--- config.mk ---
export PLATFORM = sky130hd
export DESIGN_NAME = pcseq_top
export DESIGN_NICKNAME = d
export VERILOG_FILES = /design/src/rtl/pcseq_pkg.sv /design/src/rtl/pcseq_loop.sv /design/src/rtl/pcseq_trap.sv /design/src/rtl/pcseq_top.sv
export SDC_FILE = /design/constraint.sdc
export NUM_CORES = 1
export LEC_CHECK = 0
export ABC_AREA = 1
export BUFFER_PORTS_ARGS = -buffer_cell sky130_fd_sc_hd__buf_2
export CAP_MARGIN = 20
export CORE_UTILIZATION = 57
export DETAILED_ROUTE_END_ITERATION = 8
export PLACE_DENSITY = 0.81
export SYNTH_ARGS = -nofsm -noshare
export SYNTH_HDL_FRONTEND = slang
export SYNTH_SLANG_ARGS = --single-unit
export TNS_END_PERCENT = 10
--- constraint.sdc ---
create_clock -name clk -period 3.4 [get_ports clk]
set_clock_uncertainty 0.2 [all_clocks]
set_input_delay 0.51 -clock clk [delete_from_list [all_inputs] [get_ports clk]]
set_output_delay 0.51 -clock clk [all_outputs]
set_load 0.02 [all_outputs]
--- src/rtl/pcseq_pkg.sv ---
// Package: shared constants and the register-select encoding for the PC sequencer.
// Assumes a 16-bit status word and write port.
package pcseq_pkg;
    localparam int ST_W    = 16;
    localparam int REP_BIT = 1;
    localparam int DBG_BIT = 12;
    localparam int SUP_BIT = 15;

    typedef enum logic [2:0] {
        SEL_STATUS = 3'd0,
        SEL_LSTART = 3'd1,
        SEL_LEND   = 3'd2,
        SEL_LCNT   = 3'd3,
        SEL_BKADDR = 3'd4
    } pcseq_sel_e;
endpackage

--- src/rtl/pcseq_loop.sv ---
// pcseq_loop: picks the candidate next counter from branch, repeat-loop and
// sequential stepping, and the count update. Purely combinational.
// Assumes the caller qualifies all outputs with the issue strobe.
module pcseq_loop #(
    parameter int PC_W  = 16,
    parameter int CNT_W = 16
) (
    input  logic [PC_W-1:0]  cur_pc,
    input  logic             br_taken,
    input  logic [PC_W-1:0]  br_target,
    input  logic             rep_en,
    input  logic [PC_W-1:0]  loop_start,
    input  logic [PC_W-1:0]  loop_end,
    input  logic [CNT_W-1:0] loop_cnt,
    output logic [PC_W-1:0]  cand_pc,
    output logic             loop_back,
    output logic             loop_exit,
    output logic [CNT_W-1:0] cnt_next
);
    logic at_end;
    logic last_pass;

    assign at_end    = rep_en && !br_taken && (cur_pc == loop_end);
    assign last_pass = (loop_cnt == CNT_W'(1));

    // Choose branch, loop-back, or step; derive the count update.
    always_comb begin
        loop_back = 1'b0;
        loop_exit = 1'b0;
        cnt_next  = loop_cnt;
        if (br_taken) begin
            cand_pc = br_target;
        end else if (at_end && !last_pass) begin
            cand_pc   = loop_start;
            loop_back = 1'b1;
            cnt_next  = loop_cnt - CNT_W'(1);
        end else if (at_end) begin
            cand_pc   = cur_pc + PC_W'(1);
            loop_exit = 1'b1;
            cnt_next  = '0;
        end else begin
            cand_pc = cur_pc + PC_W'(1);
        end
    end
endmodule

--- src/rtl/pcseq_trap.sv ---
// pcseq_trap: compares the candidate counter with the breakpoint address and,
// on a hit, redirects to the trap vector and masks the status word.
// Assumes status_mid already carries any loop-exit update.
module pcseq_trap
    import pcseq_pkg::*;
#(
    parameter int              PC_W     = 16,
    parameter logic [PC_W-1:0] TRAP_VEC = 16'h3FF0
) (
    input  logic [PC_W-1:0] cand_pc,
    input  logic [ST_W-1:0] status_mid,
    input  logic [PC_W-1:0] bk_addr,
    output logic            trap_hit,
    output logic [PC_W-1:0] pc_final,
    output logic [ST_W-1:0] status_final
);
    localparam logic [ST_W-1:0] SUP_MASK = ST_W'(1) << SUP_BIT;

    // Detect a breakpoint hit and form the redirected counter and status.
    always_comb begin
        trap_hit     = status_mid[DBG_BIT] && (cand_pc == bk_addr);
        pc_final     = trap_hit ? TRAP_VEC : cand_pc;
        status_final = trap_hit ? (status_mid & SUP_MASK) : status_mid;
    end
endmodule

--- src/rtl/pcseq_top.sv ---
// pcseq_top: program counter sequencer with a hardware repeat loop and an
// instruction breakpoint. State advances only on issue_valid; register writes
// land one edge later and lose to the sequencer's own updates.
// Assumes PC_W and CNT_W are at most 16 (write data is 16 bits).
module pcseq_top
    import pcseq_pkg::*;
#(
    parameter int              PC_W     = 16,
    parameter int              CNT_W    = 16,
    parameter logic [PC_W-1:0] RESET_PC = 16'hFFC0,
    parameter logic [PC_W-1:0] TRAP_VEC = 16'h3FF0
) (
    input  logic              clk,
    input  logic              rst_n,
    input  logic              issue_valid,
    input  logic              br_taken,
    input  logic [PC_W-1:0]   br_target,
    input  logic              wr_en,
    input  logic [2:0]        wr_sel,
    input  logic [15:0]       wr_data,
    output logic [PC_W-1:0]   pc,
    output logic [PC_W+1:0]   fetch_addr,
    output logic [PC_W-1:0]   bkpt_pc,
    output logic [15:0]       bkpt_status,
    output logic [15:0]       status
);
    localparam logic [ST_W-1:0] REP_MASK = ST_W'(1) << REP_BIT;
    localparam logic [ST_W-1:0] SUP_MASK = ST_W'(1) << SUP_BIT;

    logic [PC_W-1:0]  pc_q, lstart_q, lend_q, bkaddr_q, bkpc_q;
    logic [CNT_W-1:0] lcnt_q;
    logic [ST_W-1:0]  status_q, bkst_q;

    logic [PC_W-1:0]  cand_pc, pc_new;
    logic [CNT_W-1:0] cnt_next;
    logic             loop_back, loop_exit, trap_hit;
    logic [ST_W-1:0]  status_mid, status_new;
    logic             seq_st_upd, seq_cnt_upd;

    pcseq_loop #(.PC_W(PC_W), .CNT_W(CNT_W)) u_loop (
        .cur_pc     (pc_q),
        .br_taken   (br_taken),
        .br_target  (br_target),
        .rep_en     (status_q[REP_BIT]),
        .loop_start (lstart_q),
        .loop_end   (lend_q),
        .loop_cnt   (lcnt_q),
        .cand_pc    (cand_pc),
        .loop_back  (loop_back),
        .loop_exit  (loop_exit),
        .cnt_next   (cnt_next)
    );

    // Status after the loop step: repeat flag drops on the final pass.
    assign status_mid = loop_exit ? (status_q & ~REP_MASK) : status_q;

    pcseq_trap #(.PC_W(PC_W), .TRAP_VEC(TRAP_VEC)) u_trap (
        .cand_pc      (cand_pc),
        .status_mid   (status_mid),
        .bk_addr      (bkaddr_q),
        .trap_hit     (trap_hit),
        .pc_final     (pc_new),
        .status_final (status_new)
    );

    assign seq_st_upd  = issue_valid && (loop_exit || trap_hit);
    assign seq_cnt_upd = issue_valid && (loop_back || loop_exit);

    // Sequencer state and register-port updates, sequencer first.
    always_ff @(posedge clk) begin
        if (!rst_n) begin
            pc_q     <= RESET_PC;
            status_q <= '0;
            lstart_q <= '0;
            lend_q   <= '0;
            lcnt_q   <= '0;
            bkaddr_q <= '0;
            bkpc_q   <= '0;
            bkst_q   <= '0;
        end else begin
            if (issue_valid) pc_q <= pc_new;
            if (seq_st_upd)
                status_q <= status_new;
            else if (wr_en && wr_sel == SEL_STATUS)
                status_q <= wr_data;
            if (seq_cnt_upd)
                lcnt_q <= cnt_next;
            else if (wr_en && wr_sel == SEL_LCNT)
                lcnt_q <= wr_data[CNT_W-1:0];
            if (wr_en && wr_sel == SEL_LSTART) lstart_q <= wr_data[PC_W-1:0];
            if (wr_en && wr_sel == SEL_LEND)   lend_q   <= wr_data[PC_W-1:0];
            if (wr_en && wr_sel == SEL_BKADDR) bkaddr_q <= wr_data[PC_W-1:0];
            if (issue_valid && trap_hit) begin
                bkpc_q <= cand_pc;
                bkst_q <= status_mid;
            end
        end
    end

    assign pc          = pc_q;
    assign fetch_addr  = {pc_q, 2'b00};
    assign bkpt_pc     = bkpc_q;
    assign bkpt_status = bkst_q;
    assign status      = status_q;

    AST_PC_HOLD: assert property (@(posedge clk) disable iff (!rst_n)
        !issue_valid |=> $stable(pc_q));
    AST_BRANCH_LOAD: assert property (@(posedge clk) disable iff (!rst_n)
        (issue_valid && br_taken && !trap_hit) |=> (pc_q == $past(br_target)));
    AST_LOOP_DEC: assert property (@(posedge clk) disable iff (!rst_n)
        (issue_valid && loop_back) |=> (lcnt_q == CNT_W'($past(lcnt_q) - CNT_W'(1))));
    AST_LOOP_EXIT: assert property (@(posedge clk) disable iff (!rst_n)
        (issue_valid && loop_exit) |=> (!status_q[REP_BIT] && lcnt_q == '0));
    AST_TRAP_ENTRY: assert property (@(posedge clk) disable iff (!rst_n)
        (issue_valid && trap_hit) |=> (pc_q == TRAP_VEC && bkpc_q == $past(cand_pc)
                                       && (status_q & ~SUP_MASK) == '0));
endmodule

==> run metrics <==
status=finished clean; n_diodes=0; Max Slew Vio Count=0; vias per cell=between 5 and 6; TNS Setup=0 ns; worst slew margin relative to its limit=between 50% and 60%; placed cell count=about 1.3k; CTS clk-pin slew, worst paths=approximately 0.050 ns; commonest non-fill, non-tap cell in the layout=nand2_1; Seq/Total Area, Yosys=a little over a third; CTS tree=done; core area=between 10,000 and 15,000 um2; DRT antenna net count=0; startpoint class of the critical path=flip-flop; most frequent cells in the layout=nand2_1 (206), nor2_1 (151), dfxtp_1 (119), buf_2 (119), inv_1 (86); initial antenna violation count=0; flops & latches, synth=roughly 130; Final Cycle Share=between 90% and 100%; die area=around 13,000 um2; Finished Core Util=68.66%; Tmin final=around 3.2 ns; nets=about 1.2k; WP data required=3.48 ns; Pleak=roughly 0.0039 uW; Max Root-Sink Buffers=2; setup violators final=0; vias in the first global route=around 6.7k; die width=about 110 um; drt wl/cell=17.29 um; clk_lat worst skew=~0.42 ns; Post-Layout Cell Count=roughly 1.3k; gr usage total=between 30% and 40%; Port Buf Inserts=between 100 and 150; Hold/Removal Path Class=in -> reg; first drt pass iteration count=5; Hold Vio Cnt, Final=0; largest net degree at the start of global routing=76; DRC violations left=0; Yosys cell types=39; area of the multi-input gates=between 3000 and 4000 um2; Peak VDD IR=314.5 uV; YS warnings=0; Clock Sink Count=around 130; GR Overflow Total=0; Iter 0 DRT Violations=894; starting density of the core=approximately 58%; routed vias=~7.5k; Cell Area, Synth=6999 um2; max-cap viol count=0; WL final=about 23 mm; pwr/cell area=459.9 nW/um2; WS Path Type=reg -> reg; CP Max Fanout=21; area delta synth->final=17.82%; register area=2574 um2; Cell Rows=40; Die Y=112.8 um; Placer Congestion=between 0.9 and 1; DP HPWL=between 15 and 20 mm; # fillers=1,060; Crit. End Element=flip-flop; root buf cell=clkbuf_16; H-tree levels=4; Fmax achieved=around 310 MHz; flop2flop setup slack=about 0.22 ns; Tightest Pin Transition=0.6882 ns; syn avg cell area=6.691 um2; global-route wire length before repair=about 34 mm; CTS Buf Count=17; layout cells sized above 1=a little over a fifth; Cells after Synth=between 1k and 1.5k; Boundary Pins=approximately 120; crit path DAT=about 3.3 ns
## power breakdown
group	internal (uW)	switching, uW	total [uW]
logic	175	346	522
clock network	1010	669	1680
registers	1540	49.2	1590
total	2730	1060	3790
## worst max-delay path: stages (launching register included)
cell	delay (ns)
dfxtp_1	0.49
inv_2	0.10
nand2_1	0.09
nand4_1	0.14
nor2_4	0.21
nand4_4	0.18
buf_4	0.18
buf_4	0.12
nand2_1	0.05
nand3_1	0.11
nand3_1	0.16
nand2_1	0.07
nor2_1	0.11
nand3_1	0.08
nor2_2	0.12
nand3_2	0.13
clkinv_2	0.12
buf_12	0.17
nand2_1	0.07
o21ai_1	0.08
nor2_1	0.05
## logic make-up after synthesis
kind of cell	Yosys count	synth area share (%)
fa+ha+maj	3	0.5363
compound gates	202	15.71
other cells	1	0.05358
simple gates	505	31.75
xor+xnor	24	3.003
buf+inv	183	12.33
flops	128	36.61
## flip-flops by register name, summed over array words and instances (netlist names)
name         flops
bkaddr_q        16
bkpt_pc         16
bkpt_status     16
lcnt_q          16
lend_q          16
lstart_q        16
pc              16
status          16
## area by class of cell
class | count | share of cell area (%)
tap | 147 | 2.230
clock inverter | 8 | 0.6827
clock buffer | 24 | 5.963
inverter | 101 | 4.612
timing repair buffer | 160 | 11.47
multi-input combinational | 737 | 43.83
sequential | 128 | 31.21
## per-layer routing
layer | share of wire [%] | GRT usage, % | up-vias | wire [um]
li1 | - | - | 3607 | -
met1 | 41 | 46.87 | 3390 | 9220
met2 | 45 | 53.87 | 456 | 10090
met3 | 10 | 6.374 | 72 | 2357
met4 | 4.0 | 16.62 | 0 | 898
met5 | 0 | 0 | - | 0
## worst paths after layout
check                   from              end  cells after the start
max                    pc[9]       bkpt_pc[6]                     20
min              wr_data[15]       status[15]                      3
max reg2reg            pc[9]       bkpt_pc[6]                     20
min reg2reg  bkpt_status[12]  bkpt_status[12]                      2
## per-stage QoR
| stage | hold slack, ns | instance area (um2) | setup WS [ns] | power, uW |
|---|---|---|---|---|
| after floorplan | 0.2437 | 7003 | 0.5793 | 1962 |
| after global placement | 0.2496 | 7580 | 0.03801 | 2118 |
| after detailed placement | 0.2569 | 7580 | 0.03245 | 2121 |
| after CTS | 0.1729 | 8128 | 0.05197 | 3776 |
| after global routing | 0.1953 | 8247 | -0.01701 | 3920 |
| final | 0.1806 | 8247 | 0.2204 | 3792 |
## synth_stat cells (all sizes together)
cell type / count / area share (%)
nand2: 207 / 11
nor2: 160 / 8.8
dfxtp: 128 / 37
inv: 96 / 5.1
o21ai: 88 / 6.3
a21oi: 77 / 5.5
nand3: 55 / 4.1
buf: 50 / 5.2
nand4: 40 / 3.8
clkbuf: 32 / 1.7
o211ai: 25 / 2.7
xor2: 18 / 2.3
or2: 17 / 1.5
nor3: 12 / 1.0
nand3b: 8 / 0.86
xnor2: 6 / 0.75
a31oi: 5 / 0.45
clkinv: 5 / 0.29
nor4: 4 / 0.36
ha: 3 / 0.54
o22ai: 2 / 0.18
a221oi: 1 / 0.13
a22oi: 1 / 0.11
and3: 1 / 0.089
conb: 1 / 0.054
nand2b: 1 / 0.089
o21a: 1 / 0.11
o221a: 1 / 0.16
o31ai: 1 / 0.11
## what timing repair did
item	CTS	global route
hold buffers	0	0
setup buffers	0	6
resized for setup	0	17
endpoints found under the setup margin	0	48
Power figures use the tool's default switching activity.
